### config.mk
export PLATFORM = sky130hd
export DESIGN_NAME = evt_timer_unit
export DESIGN_NICKNAME = d
export VERILOG_FILES = /design/src/rtl/evt_timer_pkg.sv /design/src/rtl/oneshot_counter.sv /design/src/rtl/timebase_counter.sv /design/src/rtl/irq_ctrl.sv /design/src/rtl/evt_timer_unit.sv
export SDC_FILE = /design/constraint.sdc
export NUM_CORES = 1
export LEC_CHECK = 0
export ABC_AREA = 1
export BUFFER_PORTS_ARGS = -buffer_cell sky130_fd_sc_hd__buf_4
export CAP_MARGIN = 20
export CELL_PAD_IN_SITES_DETAIL_PLACEMENT = 1
export CELL_PAD_IN_SITES_GLOBAL_PLACEMENT = 2
export CORE_MARGIN = 2
export CORE_UTILIZATION = 38
export DETAILED_ROUTE_END_ITERATION = 8
export HOLD_SLACK_MARGIN = 0.1
export PLACE_DENSITY = 0.94
export SYNTH_ARGS = -nofsm -noshare
export SYNTH_HDL_FRONTEND = slang
export SYNTH_SLANG_ARGS = --single-unit
### constraint.sdc
create_clock -name clk_i -period 2.6 [get_ports clk_i]
set_input_delay 0.13 -clock clk_i [delete_from_list [all_inputs] [get_ports clk_i]]
set_output_delay 0.13 -clock clk_i [all_outputs]
set_load 0.1 [all_outputs]
### src/rtl/evt_timer_pkg.sv
package evt_timer_pkg;
  typedef enum logic [1:0] {
    OP_HOLD = 2'd0,
    OP_LOAD = 2'd1,
    OP_RUN  = 2'd2,
    OP_RSVD = 2'd3
  } op_e;

  localparam int unsigned FSEL_W    = 2;
  localparam logic [FSEL_W-1:0] FSEL_FULL = '0;

  localparam int unsigned REG_DIV    = 0;
  localparam int unsigned REG_CTRL   = 1;
  localparam int unsigned REG_CNT    = 2;
  localparam int unsigned REG_TIME   = 3;
  localparam int unsigned REG_MASK   = 4;
  localparam int unsigned REG_MASKED = 5;
  localparam int unsigned REG_ACK    = 6;
  localparam int unsigned REG_RAW    = 7;
endpackage

### src/rtl/oneshot_counter.sv
module oneshot_counter
  import evt_timer_pkg::*;
#(
  parameter int unsigned CNT_W = 32
) (
  input  logic             clk_i,
  input  logic             rst_ni,
  input  op_e              op_i,
  input  logic             tick_en_i,
  input  logic [CNT_W-1:0] div_i,
  output logic [CNT_W-1:0] cnt_o,
  output logic             expire_o
);
  logic [CNT_W-1:0] cnt_q;
  logic             run_en;

  assign run_en   = (op_i == OP_RUN) && tick_en_i;
  assign expire_o = run_en && (cnt_q == CNT_W'(1));
  assign cnt_o    = cnt_q;

  always_ff @(posedge clk_i or negedge rst_ni) begin
    if (!rst_ni) begin
      cnt_q <= '0;
    end else begin
      unique case (op_i)
        OP_LOAD: cnt_q <= div_i;
        OP_RUN:  if (run_en && cnt_q != '0) cnt_q <= cnt_q - CNT_W'(1);
        default: cnt_q <= cnt_q;
      endcase
    end
  end
endmodule

### src/rtl/timebase_counter.sv
module timebase_counter #(
  parameter int unsigned TIME_W = 32
) (
  input  logic              clk_i,
  input  logic              rst_ni,
  output logic [TIME_W-1:0] time_o
);
  logic [TIME_W-1:0] time_q;

  always_ff @(posedge clk_i or negedge rst_ni) begin
    if (!rst_ni) time_q <= '0;
    else         time_q <= time_q + TIME_W'(1);
  end

  assign time_o = time_q;
endmodule

### src/rtl/irq_ctrl.sv
module irq_ctrl #(
  parameter int unsigned N_SRC = 1
) (
  input  logic             clk_i,
  input  logic             rst_ni,
  input  logic [N_SRC-1:0] set_i,
  input  logic [N_SRC-1:0] ack_i,
  input  logic [N_SRC-1:0] mask_i,
  output logic [N_SRC-1:0] raw_o,
  output logic [N_SRC-1:0] masked_o
);
  logic [N_SRC-1:0] raw_q;

  for (genvar i = 0; i < N_SRC; i++) begin : g_src
    // a new expiry wins over an acknowledge in the same cycle
    always_ff @(posedge clk_i or negedge rst_ni) begin
      if (!rst_ni)       raw_q[i] <= 1'b0;
      else if (set_i[i]) raw_q[i] <= 1'b1;
      else if (ack_i[i]) raw_q[i] <= 1'b0;
    end
  end

  assign raw_o    = raw_q;
  assign masked_o = raw_q & mask_i;
endmodule

### src/rtl/evt_timer_unit.sv
module evt_timer_unit
  import evt_timer_pkg::*;
#(
  parameter int unsigned CNT_W  = 32,
  parameter int unsigned TIME_W = 32,
  parameter int unsigned DATA_W = 32,
  parameter int unsigned ADDR_W = 3
) (
  input  logic              clk_i,
  input  logic              rst_ni,
  input  logic              sel_i,
  input  logic              we_i,
  input  logic [ADDR_W-1:0] addr_i,
  input  logic [DATA_W-1:0] wdata_i,
  output logic [DATA_W-1:0] rdata_o,
  output logic              irq_o
);
  localparam int unsigned N_SRC  = 1;
  localparam int unsigned CTRL_W = 2 + FSEL_W;

  logic [CNT_W-1:0]  div_q;
  op_e               op_q;
  logic [FSEL_W-1:0] fsel_q;
  logic [N_SRC-1:0]  mask_q;
  logic [DATA_W-1:0] rdata_q;

  logic [CNT_W-1:0]  cnt;
  logic [TIME_W-1:0] tb;
  logic              expire;
  logic [N_SRC-1:0]  raw, masked, ack;
  logic              wr_en, rd_en;

  assign wr_en = sel_i && we_i;
  assign rd_en = sel_i && !we_i;
  assign ack   = (wr_en && addr_i == ADDR_W'(REG_ACK)) ? wdata_i[N_SRC-1:0] : '0;

  always_ff @(posedge clk_i or negedge rst_ni) begin
    if (!rst_ni) begin
      div_q  <= '0;
      op_q   <= OP_HOLD;
      fsel_q <= FSEL_FULL;
      mask_q <= '0;
    end else if (wr_en) begin
      if (addr_i == ADDR_W'(REG_DIV))  div_q <= wdata_i[CNT_W-1:0];
      if (addr_i == ADDR_W'(REG_CTRL)) begin
        op_q   <= op_e'(wdata_i[1:0]);
        fsel_q <= wdata_i[CTRL_W-1:2];
      end
      if (addr_i == ADDR_W'(REG_MASK)) mask_q <= wdata_i[N_SRC-1:0];
    end
  end

  oneshot_counter #(.CNT_W(CNT_W)) i_oneshot (
    .clk_i     (clk_i),
    .rst_ni    (rst_ni),
    .op_i      (op_q),
    .tick_en_i (fsel_q == FSEL_FULL),
    .div_i     (div_q),
    .cnt_o     (cnt),
    .expire_o  (expire)
  );

  timebase_counter #(.TIME_W(TIME_W)) i_timebase (
    .clk_i  (clk_i),
    .rst_ni (rst_ni),
    .time_o (tb)
  );

  irq_ctrl #(.N_SRC(N_SRC)) i_irq (
    .clk_i    (clk_i),
    .rst_ni   (rst_ni),
    .set_i    (expire),
    .ack_i    (ack),
    .mask_i   (mask_q),
    .raw_o    (raw),
    .masked_o (masked)
  );

  always_ff @(posedge clk_i or negedge rst_ni) begin
    if (!rst_ni) begin
      rdata_q <= '0;
    end else if (rd_en) begin
      unique case (addr_i)
        ADDR_W'(REG_DIV):    rdata_q <= DATA_W'(div_q);
        ADDR_W'(REG_CTRL):   rdata_q <= DATA_W'({fsel_q, op_q});
        ADDR_W'(REG_CNT):    rdata_q <= DATA_W'(cnt);
        ADDR_W'(REG_TIME):   rdata_q <= DATA_W'(tb);
        ADDR_W'(REG_MASK):   rdata_q <= DATA_W'(mask_q);
        ADDR_W'(REG_MASKED): rdata_q <= DATA_W'(masked);
        ADDR_W'(REG_RAW):    rdata_q <= DATA_W'(raw);
        default:             rdata_q <= '0;
      endcase
    end
  end

  assign rdata_o = rdata_q;
  assign irq_o   = masked[0];
endmodule

==> results.yml, run 1 <==
run_status:
  status: "finished, final reports clean"
timing:
  rsz0062_at_grt: "false"
  min_period_ns: 2.24
  tns_ns: 0
  max_freq_ghz: 0.447
  drv_slew: 0
  hold_viol_final: 0
  worst_slack_ns: 0.361
  setup_viol: 0
  final.period_utilization_pct: 86.1
  fin_skew_ns: 0.00879
  worst_pin_slew_ns: 0.674
  slew_headroom_pct: 55.0
place:
  pre_cts_slack_ns: 0.401
  place_inst: 1238
  io_buffers: 71
  place.gp.congestion: 0.866
  dp_hpwl_mm: 18.0
job:
  max_cap_viol_count: 0
clocking:
  ctsHtreeMaxLevel: 4
  cts_tree: "built"
  cts-buffers-inserted: 17
  clk_pin_slew_ns: 0.06
  clkLatencyLatePin_ns: 0.42
  cts.path.max_buffers: 2
  cts.sinks: 134
  clockRootBuffer: "clkbuf_16"
  ctsResizeCount: 0
floorplan:
  fp.dieW_um: 144
  initial_core_util_pct: 38.5
  rows: 51
  coreArea_um2: 19400
  io_pins: 72
  die_y_um: 144
  die_area_um2: 20800
worst_hold_path:
  hold_path_class: "input pin to register"
  min-delay-start: "addr_i[0]"
worst_setup_path:
  worstReg2RegStart: "i_oneshot.cnt_o[0]"
  worstPathRequired_ns: 2.90
  crit_buf_inv: 1
  critPathMaxFanout: 43
  cpMostUsedCell: "nand2_4"
  cpPeakStageDelay_ns: 0.40
  worstPathArrival_ns: 2.54
  critPathLaunchType: "register"
  slowest_stage: "dfrtp_1"
  r2r_slack_ns: 0.36
  startpoint: "i_oneshot.cnt_o[0]"
  crit_chain: "inv_1, ha_1, nand2_4, nor2_4, nand2_2, o21bai_4, nand2_4, nand3_2, nand2_1"
  end_kind: "register"
  crit_family: "simple AND/OR/NAND/NOR gates"
  criticalPathCategory: "register to register"
route:
  routed_wl_mm: 26.2
  antenna_left: 0
  dr.first_iter.drc_count: 378
  vias: 7015
  wl_per_cell_um: 20.0
  drtPass1Iterations: 5
  via_per_inst: 5.37
  drc: 0
layout:
  seq_area_um2: 3350
  antennaDiodeCount: 0
  layout_commonest_cell: "nand2_1"
  nNetsFinal: 1070
  synthToLayoutAreaGrowth_pct: 24.1
  final_cell_mix: "nand2_1 (226), dfrtp_1 (134), nor2_1 (106)"
  fillers: 2345
  multi_input_comb_area_um2: 3570
  instances_no_fill: 1306
  drive_above_1_share_pct: 19.0
synthesis:
  synth_edf_count: 0
  yosys.area.top_type: "dfrtp_1"
  synthCells: 924
  ys_ff_latch: 134
  synth_flop_cell: "dfrtp_1"
  syn_nets: 966
  netlist_area_um2: 7460
  avgSynthCellArea_um2: 8.08
  yosys.cell_types.count: 36
  ys_warn_count: 0
  async_flop_share_pct: 100
  synth_area_leaders: "dfrtp_1 (45%), nand2_1 (11%), nor2_1 (5.5%)"
  ys_seq_area_share_pct: 44.9
  yosys.area.top_type_share_pct: 44.9
global_route:
  antenna_found_initial: 0
  track_usage_pct: 26.3
  first_global_vias: 7467
  grt_pass1_wl_mm: 41.3
  grt_max_degree: 64
  grt_overflow_total: 0
pwr:
  p_leak_uw: 0.00444
  ir_worst_vdd_mv: 0.510
  powerDensity_nw_per_um2: 970
[power breakdown]
part           internal (µW)  total (µW)  switching, µW
clock                   1690        2670            984
combinational            901        3290           2390
sequential              2540        3020            488
total                   5120        8980           3860
[worst reg2reg max path, stage by stage, from the launching register on]
cell      delay [ns]
dfrtp_1         0.40
inv_1           0.14
ha_1            0.34
nand2_4         0.11
nor2_4          0.16
nand2_2         0.09
o21bai_4        0.18
nand2_4         0.39
nand3_2         0.22
nand2_1         0.10
[stage by stage]
step	area (µm²)	hold WS [ns]	power (µW)	util, %
after floorplan	7460	-0.166	5230	-
after global placement	8260	0.166	6120	42.6
after detailed placement	8260	0.166	6200	42.6
after CTS	9260	0.114	8920	47.7
after global routing	9260	0.201	9440	47.7
final	9260	0.168	8980	47.7
[layout make-up]
| cell class | count | area share, % |
|---|---|---|
| Timing Repair Buffer | 119 | 10.8 |
| Sequential cell | 134 | 36.2 |
| Clock inverter | 11 | 1.85 |
| Multi-Input combinational cell | 660 | 38.6 |
| Inverter | 96 | 3.89 |
| Tap cell | 265 | 3.58 |
| Clock buffer | 21 | 5.08 |
[flip-flops by register name, summed over array words and instances (netlist names)]
register and flops:
fsel_q 2, op_q 2, i_oneshot.cnt_o 32, i_irq.raw_o 1, rdata_o 32, mask_q 1, div_q 32, i_timebase.time_o 32
[path summary, 6_finish.rpt]
kind / end / depth (start not counted)
min in group asynchronous: fsel_q[1] / 2
hold reg to reg: i_timebase.time_o[31] / 1
setup reg to reg: i_oneshot.cnt_o[31] / 9
hold / removal: mask_q / 5
max in group asynchronous: i_oneshot.cnt_o[4] / 3
setup / recovery: i_oneshot.cnt_o[31] / 9
[logic make-up after synthesis]
| family | after synthesis | synth area share [%] |
|---|---|---|
| multiplexers | 32 | 4.83 |
| flip-flops | 134 | 44.9 |
| AO/OA/AOI/OAI | 120 | 10.2 |
| buffers and inverters | 130 | 7.32 |
| AND/OR/NAND/NOR | 472 | 28.3 |
| XOR/XNOR | 33 | 3.87 |
| adder cells (fa/ha/maj) | 3 | 0.503 |
[cell usage after synthesis, types with 17 or more instances]
master / number
nand2_1: 227
dfrtp_1: 134
nor2_1: 109
inv_1: 93
nand3_1: 68
o21ai_0: 49
a21oi_1: 27
mux2_2: 26
o221ai_1: 22
xor2_1: 22
buf_2: 17
nand3_2: 17
[per-layer routing]
layer  share of wire [%]  global-route usage, %  vias up
met3                 4.9                   5.53       48
met5                   0                      0        -
met1                  45                   35.3     3569
met4                 2.5                   7.92        0
met2                  48                   42.9      172
li1                    -                      -     3226
[repair_timing]
action                                 4_1_cts  5_1_grt
hold buffers                                36        0
buffers inserted                             0        0
endpoints found under the hold margin      104        0
No activity file was read; power rests on OpenSTA's default activity.
==> inputs of run 2 (changes only) <==
--- a/config.mk
+++ b/config.mk
@@ -10,11 +10,12 @@
 export CAP_MARGIN = 20
 export CELL_PAD_IN_SITES_DETAIL_PLACEMENT = 1
 export CELL_PAD_IN_SITES_GLOBAL_PLACEMENT = 2
-export CORE_MARGIN = 2
-export CORE_UTILIZATION = 38
+export CORE_MARGIN = 3
+export CORE_UTILIZATION = 37
 export DETAILED_ROUTE_END_ITERATION = 8
 export HOLD_SLACK_MARGIN = 0.1
-export PLACE_DENSITY = 0.94
+export PLACE_DENSITY = 0.95
 export SYNTH_ARGS = -nofsm -noshare
 export SYNTH_HDL_FRONTEND = slang
+export SYNTH_HIERARCHICAL = 1
 export SYNTH_SLANG_ARGS = --single-unit
==> results.yml, run 2 <==
run_status:
  status: "finished, final reports clean"
worst_setup_path:
  critPathMaxFanout: 46
  cpPeakStageDelay_ns: 0.41
  end_kind: "register"
  cpMostUsedCell: "nand2_4"
  crit_chain: "inv_1, ha_1, nand2_4, nor2_8, nand2_4, o21ai_4, nand2_4, nand2_1, o21ai_2"
  crit_family: "simple AND/OR/NAND/NOR gates"
  reg2reg_to: "i_oneshot/cnt_o[7]"
  worstPathRequired_ns: 2.88
  r2r_cells: 9
  worstReg2RegStart: "i_oneshot/cnt_o[0]"
  worstPathArrival_ns: 2.48
  slowest_stage: "dfrtp_1"
  r2r_slack_ns: 0.40
  criticalPathCategory: "register to register"
  cp.depth: 9
  critPathLaunchType: "register"
  crit_buf_inv: 1
synthesis:
  avgSynthCellArea_um2: 7.11
  ys_seq_area_share_pct: 42.2
  synth_edf_count: 0
  netlist_top_cells_count: "nand2_1 (493), dfrtp_1 (134), nand3_1 (120)"
  ys_warn_count: 6
  post-synth-top-count-cell: "nand2_1"
  async_flop_share_pct: 100
  synth_area_leaders: "dfrtp_1 (42%), nand2_1 (23%), nand3_1 (7.6%)"
  synth_flop_cell: "dfrtp_1"
  ys_ff_latch: 134
  netlist_area_um2: 7950
  synthCells: 1118
  yosys.cell_types.count: 35
  syn_nets: 1160
  yosys.area.top_type: "dfrtp_1"
  yosys.area.top_type_share_pct: 42.2
worst_hold_path:
  min-delay-start: "sel_i"
  hold_path_class: "input pin to register"
  min_to: "i_irq/raw_o"
  holdPathStages: 6
route:
  vias: 7780
  routed_wl_mm: 27.2
  dr.first_iter.drc_count: 648
  wl_per_cell_um: 18.1
  drc: 0
  drtPass1Iterations: 4
  via_per_inst: 5.18
  antenna_left: 0
global_route:
  grt_max_degree: 69
  first_global_vias: 8180
  track_usage_pct: 23.8
  grt_pass1_wl_mm: 44.6
  grt_overflow_total: 0
  antenna_found_initial: 0
clocking:
  ctsResizeCount: 0
  cts_tree: "built"
  post_cts_buffers: 0
  cts_hold_buf: 34
  clockRootBuffer: "clkbuf_16"
  clk_pin_slew_ns: 0.06
  clkLatencyLatePin_ns: 0.43
  cts-buffers-inserted: 17
  cts.path.max_buffers: 2
  cts.sinks: 134
  ctsHtreeMaxLevel: 4
timing:
  final.period_utilization_pct: 84.4
  fin_skew_ns: 0.0172
  max_freq_ghz: 0.456
  rsz0062_at_grt: "false"
  hold_viol_final: 0
  setup_viol: 0
  slew_headroom_pct: 50.5
  drv_slew: 0
  tns_ns: 0
  min_period_ns: 2.20
  worst_pin_slew_ns: 0.740
floorplan:
  die_area_um2: 23300
  rows: 52
  coreArea_um2: 20700
  die_y_um: 153
  io_pins: 72
  fp.dieW_um: 153
  initial_core_util_pct: 38.4
layout:
  instances_no_fill: 1502
  nNetsFinal: 1261
  synthToLayoutAreaGrowth_pct: 21.8
  antennaDiodeCount: 0
  layout_commonest_cell: "nand2_1"
  drive_above_1_share_pct: 16.3
  final_cell_mix: "nand2_1 (493), dfrtp_1 (134), nand3_1 (120)"
place:
  io_buffers: 71
  dp_hpwl_mm: 19.1
  place.gp.congestion: 0.902
  place_inst: 1436
pwr:
  ir_worst_vdd_mv: 0.433
  powerDensity_nw_per_um2: 901
  p_leak_uw: 0.00495
job:
  max_cap_viol_count: 0
[run 2: kinds of logic after synthesis]
group	after synthesis	share of synthesized area, %
AOI/OAI and AO/OA	49	3.92
adders and majority gates	3	0.472
buffers and inverters	116	6.55
DFF	134	42.2
and+or+nand+nor	798	44.7
xor gates and xnor gates	18	2.17
[run 2: area by class of cell]
cell class,instances,area (µm²)
fillers,2617,11000
multi-input cells,868,4080
flip-flops and latches,134,3350
repair buffers,120,990
clock buffers,21,460
well taps,270,338
inverters,78,293
clock inverters,11,173
[run 2: worst reg2reg max path, cell delays in order (launching register included)]
cell,delay (ns)
dfrtp_1,0.41
inv_1,0.13
ha_1,0.29
nand2_4,0.12
nor2_8,0.16
nand2_4,0.08
o21ai_4,0.18
nand2_4,0.41
nand2_1,0.23
o21ai_2,0.07
[run 2: how the worst max path moves through the flow]
| stage | to | slack (ns) | startpoint |
|---|---|---|---|
| after floorplan | i_oneshot/cnt_o[15] | 0.79 | i_oneshot/cnt_o[0] |
| after global placement | i_oneshot/cnt_o[13] | 0.49 | i_oneshot/cnt_o[0] |
| after detailed placement | i_oneshot/cnt_o[7] | 0.41 | i_oneshot/cnt_o[0] |
| after CTS | i_oneshot/cnt_o[7] | 0.40 | i_oneshot/cnt_o[0] |
| after global routing | i_oneshot/cnt_o[8] | 0.24 | i_oneshot/cnt_o[0] |
| final | i_oneshot/cnt_o[7] | 0.40 | i_oneshot/cnt_o[0] |
[run 2: stage by stage]
stage	hold WS, ns	utilization, %	setup WS (ns)	cell area (µm²)	power [µW]
after CTS	0.131	46.8	0.396	9680	8740
after detailed placement	0.190	42.1	0.411	8710	6020
after global placement	0.186	42.1	0.489	8710	5940
after floorplan	-0.166	-	0.789	7950	5120
final	0.170	46.8	0.405	9680	8730
after global routing	0.148	46.8	0.244	9680	9270
[run 2: per-layer routing]
layer	GRT usage (%)	routed length [µm]	up-vias
met2	39.1	13100	185
li1	-	-	3699
met4	7.13	542	0
met3	4.00	1260	38
met5	0	0	-
met1	32.4	12200	3858
[run 2: power by group]
part           switching, µW  total, µW  internal (µW)
logic                   2200       3090            897
registers                510       2990           2480
clock network            983       2640           1660
total                   3690       8730           5040
